`config.mk`:
```
export PLATFORM = sky130hd
export DESIGN_NAME = uart_rx_stat
export DESIGN_NICKNAME = d
export VERILOG_FILES = /design/src/rtl/uart_rx_stat.sv
export SDC_FILE = /design/constraint.sdc
export NUM_CORES = 1
export LEC_CHECK = 0
export BUFFER_PORTS_ARGS = -buffer_cell sky130_fd_sc_hd__buf_2
export CORE_MARGIN = 1.5
export CORE_UTILIZATION = 40
export CTS_CLUSTER_DIAMETER = 60
export CTS_CLUSTER_SIZE = 8
export DETAILED_ROUTE_END_ITERATION = 6
export GPL_TIMING_DRIVEN = 0
export PLACE_DENSITY = 0.53
export RECOVER_POWER = 100
export SYNTH_ARGS = -nofsm -noshare
export SYNTH_HDL_FRONTEND = slang
export SYNTH_SLANG_ARGS = --single-unit
export TNS_END_PERCENT = 30
```
`constraint.sdc`:
```
create_clock -name clk -period 4.42 [get_ports clk]
set_input_delay 0.442 -clock clk [delete_from_list [all_inputs] [get_ports clk]]
set_output_delay 0.442 -clock clk [all_outputs]
set_load 0.05 [all_outputs]
```
`src/rtl/uart_rx_stat.sv`:
```
module uart_rx_stat #(
  parameter int DEPTH = 3,
  parameter int DW    = 8
) (
  input  logic          clk,
  input  logic          rst_n,
  input  logic          os_en,
  input  logic          rx_line,
  input  logic [1:0]    len_sel,
  input  logic [1:0]    par_mode,
  input  logic          par_odd,
  input  logic          blk_err_mode,
  input  logic          irq_full_sel,
  input  logic          cmd_err_reset,
  input  logic          cmd_rx_reset,
  input  logic          rd_pop,
  input  logic          tx_empty_in,
  input  logic          tx_ready_in,
  output logic [DW-1:0] rd_data,
  output logic [7:0]    status,
  output logic          rx_irq
);
  localparam int SLOTS = DEPTH + 1;
  localparam int PW    = $clog2(SLOTS);
  localparam int CW    = $clog2(SLOTS + 1);
  localparam int BW    = $clog2(DW);

  typedef enum logic [2:0] {S_IDLE, S_START, S_DATA, S_PAR, S_STOP, S_BRK} st_t;

  st_t           st;
  logic [1:0]    sy;
  logic          line, line_prev, pbit;
  logic [3:0]    cnt;
  logic [BW-1:0] bitn, last_bit;
  logic [DW-1:0] sh;

  assign line     = sy[1];
  assign last_bit = BW'(4 + int'(len_sel));

  wire par_on = (par_mode != 2'b10);
  wire mid    = os_en && (cnt == 4'd15);

  logic pe_now;
  always_comb begin
    case (par_mode)
      2'b00:   pe_now = pbit != ((^sh) ^ par_odd);
      2'b01:   pe_now = pbit != par_odd;
      2'b11:   pe_now = pbit;
      default: pe_now = 1'b0;
    endcase
  end

  wire brk_now = !line && (sh == '0) && !(par_on && pbit);
  wire fe_now  = !line && !brk_now;
  wire push    = (st == S_STOP) && mid && !cmd_rx_reset;
  wire [DW+2:0] entry = {brk_now, fe_now, pe_now && !brk_now, sh};

  always_ff @(posedge clk or negedge rst_n) begin
    if (!rst_n) sy <= 2'b11;
    else        sy <= {sy[0], rx_line};
  end

  always_ff @(posedge clk or negedge rst_n) begin
    if (!rst_n) begin
      st <= S_IDLE; cnt <= '0; bitn <= '0; sh <= '0; pbit <= 1'b0; line_prev <= 1'b1;
    end else if (cmd_rx_reset) begin
      st <= S_IDLE;
    end else if (os_en) begin
      line_prev <= line;
      case (st)
        S_IDLE:
          if (line_prev && !line) begin st <= S_START; cnt <= '0; end
        S_START:
          if (cnt == 4'd7) begin
            cnt <= '0;
            if (!line) begin st <= S_DATA; bitn <= '0; sh <= '0; pbit <= 1'b0; end
            else st <= S_IDLE;
          end else cnt <= cnt + 4'd1;
        S_DATA: begin
          cnt <= cnt + 4'd1;
          if (cnt == 4'd15) begin
            sh[bitn] <= line;
            if (bitn == last_bit) st <= par_on ? S_PAR : S_STOP;
            else bitn <= bitn + 1'b1;
          end
        end
        S_PAR: begin
          cnt <= cnt + 4'd1;
          if (cnt == 4'd15) begin pbit <= line; st <= S_STOP; end
        end
        S_STOP: begin
          cnt <= cnt + 4'd1;
          if (cnt == 4'd15) st <= brk_now ? S_BRK : S_IDLE;
        end
        S_BRK:
          if (line) st <= S_IDLE;
        default: st <= S_IDLE;
      endcase
    end
  end

  function automatic logic [PW-1:0] nxt(input logic [PW-1:0] p);
    return (p == PW'(SLOTS - 1)) ? '0 : p + 1'b1;
  endfunction

  logic [DW+2:0] mem [SLOTS];
  logic [PW-1:0] wp, rp;
  logic [CW-1:0] fill;
  logic          ovr;
  logic [2:0]    acc;

  wire          pop     = rd_pop && (fill != '0);
  wire          ovf     = push && (fill == CW'(SLOTS)) && !pop;
  wire [PW-1:0] wp_last = (wp == '0) ? PW'(SLOTS - 1) : wp - 1'b1;

  always_ff @(posedge clk) begin
    if (push) mem[ovf ? wp_last : wp] <= entry;
  end

  always_ff @(posedge clk or negedge rst_n) begin
    if (!rst_n) begin
      wp <= '0; rp <= '0; fill <= '0;
    end else if (cmd_rx_reset) begin
      wp <= '0; rp <= '0; fill <= '0;
    end else begin
      if (push && !ovf) wp <= nxt(wp);
      if (pop) rp <= nxt(rp);
      fill <= fill + CW'(push && !ovf) - CW'(pop);
    end
  end

  always_ff @(posedge clk or negedge rst_n) begin
    if (!rst_n)             ovr <= 1'b0;
    else if (cmd_err_reset) ovr <= 1'b0;
    else if (ovf)           ovr <= 1'b1;
  end

  always_ff @(posedge clk or negedge rst_n) begin
    if (!rst_n)                             acc <= '0;
    else if (cmd_err_reset || cmd_rx_reset) acc <= '0;
    else if (push)                          acc <= acc | entry[DW+2:DW];
  end

  wire          have  = (fill != '0);
  wire          ffull = (fill >= CW'(DEPTH));
  wire [DW+2:0] head  = mem[rp];
  wire [2:0]    hflg  = have ? head[DW+2:DW] : 3'b000;

  assign rd_data = have ? head[DW-1:0] : '0;
  assign status  = {blk_err_mode ? acc : hflg, ovr, tx_empty_in, tx_ready_in, ffull, have};
  assign rx_irq  = irq_full_sel ? ffull : have;
endmodule

```
Yosys cells after proc, flatten, opt, wreduce, memory -nomap -nowiden --
Memories as Yosys holds them, arrays and structs flattened. Index checks and enable logic that the tools add are counted. Widths: inputs -> output; s select.
Cells by class: add/subtract/negate cells 8, order comparisons 3, equality and inequality tests 29, muxes and demuxes 52, bitwise logic cells 3, reductions and logical operators 42
Operator list (count):
- $mux 3 | 20
- $mux 8 | 4
- $ne 3x3->1 const B | 7
- $mux 2 | 9
- $pmux 3 s6 | 1
- $pmux 8 s2 | 1
- $logic_and 1x1->1 | 14
- $ne 2x2->1 const B | 7
- $reduce_bool 2->1 | 7
- $pmux 4 s3 | 1
- $reduce_and 6->1 | 2
- $eq 3x3->1 const B | 3
- $mux 1 | 9
- $bwmux 8 | 1
- $logic_not 8->1 | 1
- $mux 4 | 2
- $reduce_and 8->1 | 1
- $reduce_xor 8->1 | 1
- $reduce_and 7->1 | 1
- $eq 2x2->1 const B | 3
- $eq 3x2->1 const B | 2
- $logic_not 1->1 | 6
- $pmux 3 s2 | 1
- $reduce_bool 3->1 | 2
- other kinds (28) | 31
Storage, ports and cells: register bits after elaboration 33, memory bits (writable) 44, input port bits 16, output and inout bits 17, word-level logic and storage cells 150, memories 1
Memories:
- mem | words 4, bits a word 11, rd ports 1, clocked after memory_dff 0, write ports 1, RTL line 106 | logic [DW+2:0] mem [SLOTS];

Longest topological paths before layout --
depth after elaboration 11, mapped depth 10, mapped depth without buffers 10

Least setup slack after synthesis --
No wires, ideal clock.
path kind register -> register, start point register fill[1], end point memory mem[2][0] (netlist name) (enable), library setup time 0.383 ns, arrival 2.123 ns, data required time 4.037 ns, slack 1.915 ns, stages on the path, launching flop included 5, buffers on the path 1, clock period less this slack 2.505 ns, path through dfrtp_1 -> or4b_1 -> clkbuf_1 -> or4_1 -> a21oi_1
Between the ends: longest elaborated chain between the ends 5, elaborated cells between the ends (all ways) 7, classes of those cells eq/ne: 1; mux: 1; reduce/logical: 5
RTL lines:
- start, declared | RTL line 108 | logic [CW-1:0] fill;
- start signal, assigned | RTL line 128 | fill <= fill + CW'(push && !ovf) - CW'(pop);
- $reduce_bool 3->1 | RTL line 112 | wire pop = rd_pop && (fill != '0);
- $logic_and 1x1->1 | RTL line 112
- $logic_not 1->1 | RTL line 113 | wire ovf = push && (fill == CW'(SLOTS)) && !pop;
- $logic_and 1x1->1 (*) | RTL line 113
- $mux 2 (*) | RTL line 117 | if (push) mem[ovf ? wp_last : wp] <= entry;
- end, declared | RTL line 106
Every way passes the cells marked *; elsewhere a longest branch is shown, timed or not.

Worst setup path in the final report --
start point register rp[0], end point output rd_data[7]
Between the ends: longest elaborated chain between the ends 2
RTL lines:
- start, declared | RTL line 107 | logic [PW-1:0] wp, rp;
- start signal, assigned | RTL line 127 | if (pop) rp <= nxt(rp);
- $mem_v2 4x11
- $mux 8 | RTL line 149 | assign rd_data = have ? head[DW-1:0] : '0;
- end, declared | RTL line 19 | output logic [DW-1:0] rd_data,
Every way passes these cells.

==> summary.md <==
| Metric | Value |
|---|---|
| Status | `finished, violations left` |
| Failing checks | `max-capacitance violations, max-slew violations` |
| Worst slew pin tran | `between 1500 and 2000 ps` |
| Residual DRC count | `0` |
| Via count | `between 2000 and 3000` |
| PortBufs | `30` |
| Period minus WS final | `roughly 3000 ps` |
| Layout area overhead | `10.4%` |
| Vias in the first global route | `between 2000 and 3000` |
| Worst hold path class | `in2reg` |
| Seq/Total Area, Yosys | `a little over half` |
| Max Clock Skew | `a little under 10 ps` |
| Tcrit/Tclk final | `between 60% and 70%` |
| Filler cells | `926` |
| # diodes | `0` |
| Post-synth EDFFs | `44` |
| Post-Synthesis Cells | `336` |
| CP Capture Type | `output port` |
| FF+latch count, synth | `77` |
| Area occupied by multi-input gates | `0.00155 mm^2` |
| R2r startpoint | `fill[1]$_DFF_PN0_` |
| Async S/R FF share, synth | `42.9%` |
| Fin. Hold Viols | `0` |
| Fmax achieved | `around 330 MHz` |
| Final setup fails | `0` |
| PwrDens | `around 450 mW/mm^2` |
| Reg-to-Reg End | `mem[2][8]$_DFFE_PP_` |
| Maximum root-to-sink buffer count | `2` |
| CP Max Fanout | `10` |
| FF-to-FF setup slack | `1430 ps` |
| GPL Wtd Cong | `between 0.8 and 0.9` |
| Initial antenna violation count | `0` |
| CTS tree | `yes` |
| Routed vias/inst | `5.17` |
| Pre-CTS setup slack | `~1300 ps` |
| Core area | `0.00968 mm^2` |
| CP cell instances | `clkbuf_1 > mux4_2 > and2_1 > clkbuf_1` |
| Leakage | `around 1.6 nW` |
| # resized after CTS | `0` |
| Routed Antenna Nets | `0` |
| Crit path DAT | `approximately 2600 ps` |
| Setup TNS | `0 ps` |
| Synth Area per Inst | `11.8 um^2` |
| VDD IR max | `~0.18 mV` |
| Worst Hold Path Cells | `1` |
| Hold_buf cts | `0` |
| Pin count of the biggest net entering global routing | `34` |
| Max Cap Viol | `2` |
| Final setup margin | `between 1000 and 1500 ps` |
| Initial DRT Pass Iterations | `4` |
| Crit path max-delay family | `buffers and inverters` |
| Total gr overflow | `0` |
| Slowest stage delay, CP | `680 ps` |
| Root Buffer | `clkbuf_8` |
| Clk sinks | `77` |
| Clock Pin Slew Worst Setup and Hold Paths | `90 ps` |
| Die Y | `approximately 100 um` |
| Num CTS Buffers | `9` |
| Setup bufs post-CTS | `0` |
| Max Slew Vio Count | `41` |
| Global-route wire length before repair | `between 10000 and 15000 um` |
| Worst reg2reg path depth | `4` |
| Worst skew pair latency | `around 360 ps` |
| DR WL/cell | `between 15 and 20 um` |
| Min-Delay Startpoint | `rx_line` |
| Hold EP | `sy[0]$_DFF_PN1_` |
| Die area | `around 0.011 mm^2` |
| Top_reg_cell synth | `edfxtp_1` |
| Worst EP required | `approximately 4000 ps` |
| Initial Util | `around two fifths` |
| Startpoint Class | `flip-flop` |
| I/O pin total | `33` |
| Post-Syn Nets | `between 300 and 400` |
| Rows | `36` |
| Crit Path Class | `reg2out` |
| Layout cells sized above 1 | `between 10% and 20%` |
| Iter 0 DRT Violations | `111` |
| H-tree depth | `3` |
| Detailed placer's ending HPWL | `5460 um` |
| Hold slack | `about 180 ps` |
| Final wirelength | `a little over 8000 um` |
| Crit path top cell by count | `clkbuf_1` |
| Rel. slew slack | `-23.2%` |
| RSZ-0062 raised after global routing | `false` |
| Yosys warnings | `0` |
| Chip width | `103 um` |
| GRT Util Overall | `between 15 and 20%` |
| Max stage delay cell, worst path | `clkbuf_1` |
| Worst path bufs/invs | `2` |
| Synth cell types | `between 60 and 70` |
| Area occupied by registers | `0.00215 mm^2` |
| Total chip power | `0.00197 W` |
| Layout Nets | `around 400` |
| Synthesized cell area | `around 0.004 mm^2` |
## flip-flops by register name, summed over array words and instances, names as in the netlist, 2 cells and up
register / flops
st: 3
bitn: 3
sy: 2
sh: 8
acc: 3
mem: 44
wp: 2
cnt: 4
fill: 3
rp: 2
## cell usage in the layout (no fill, tap or decap), types with 13 or more instances in the layout
cell and count:
o21ai_0 28, clkbuf_1 28, buf_2 14, dfrtp_1 30, a21oi_1 13, edfxtp_1 44
nor2_1 20, nand2_1 18, inv_1 26, nand3_1 15
## metrics by stage
stage	instances	utilization (%)	instance area [um^2]
after floorplan	336	-	3980
after global placement	499	44.3	4290
after detailed placement	499	44.3	4290
after CTS	515	46.3	4480
after global routing	515	45.3	4390
final	515	45.3	4390
## worst max path at each step
stage | start | to | slack (ps) | cells after the start
floorplan | fill[1]$_DFF_PN0_ | mem[2][0]$_DFFE_PP_ | 1910 | 4
global placement | rd_pop | mem[2][3]$_DFFE_PP_ | 1270 | 5
detailed placement | rd_pop | mem[2][0]$_DFFE_PP_ | 1270 | 5
CTS | fill[1]$_DFF_PN0_ | mem[2][10]$_DFFE_PP_ | 1320 | 4
global route | rp[0]$_DFFE_PN0P_ | rd_data[2] | 1160 | 4
finish | rp[0]$_DFFE_PN0P_ | rd_data[7] | 1410 | 4
## cell type report
type | count | area share (%)
multi-input combinational | 214 | 35.4
clock inverter | 7 | 1.51
inverter | 26 | 2.22
buffer | 19 | 2.28
timing repair buffer | 30 | 2.91
tap | 133 | 3.79
sequential | 77 | 49.0
clock buffer | 9 | 2.82
## synth_stat cells (4+ instances only)
cell	number	share of area (%)
clkbuf_1	7	0.66
buf_4	7	1.3
and2_1	9	1.4
edfxtp_1	44	33
mux4_2	11	6.2
a21oi_1	13	1.6
nand2b_1	4	0.63
nor2_1	20	1.9
a31oi_1	5	0.79
nand3_1	15	1.9
dfrtp_1	30	19
or3_1	4	0.63
o21ai_0	23	2.9
buf_2	4	0.50
xnor2_1	4	0.88
nor2b_1	6	0.94
o21ai_1	6	0.76
xor2_1	5	1.1
inv_1	26	2.5
nor3_1	7	0.88
ha_1	10	3.1
nand2_1	18	1.7
## power by group
| part | internal (W) | switching [W] |
|---|---|---|
| Combinational | 0.000215 | 0.000404 |
| Clock | 0.000217 | 0.000301 |
| Sequential | 0.000787 | 0.0000404 |
## layer usage
| metal | track usage [%] | vias to the layer above | share of wire (%) | wire length (um) |
|---|---|---|---|---|
| met4 | 4.43 | 0 | 1.1 | 87 |
| met3 | 3.59 | 7 | 3.3 | 267 |
| met5 | 0 | - | 0 | 0 |
| met2 | 27.5 | 40 | 46 | 3720 |
| met1 | 22.8 | 1306 | 50 | 4040 |
| li1 | - | 1311 | - | - |
## kinds of logic (layout without fill, tap and decap cells)
group                    count (synthesis)  in the layout  share of synthesized area, %
AO/OA/AOI/OAI                           75             75                          13.3
AND/OR/NAND/NOR                        106            106                          15.2
flip-flops                              77             77                          54.1
XOR/XNOR                                 9              9                          1.98
adder cells (fa/ha/maj)                 11             11                          3.65
multiplexers                            13             13                          6.77
buffers and inverters                   45             91                          5.04
(Power assumes the default switching activity.)
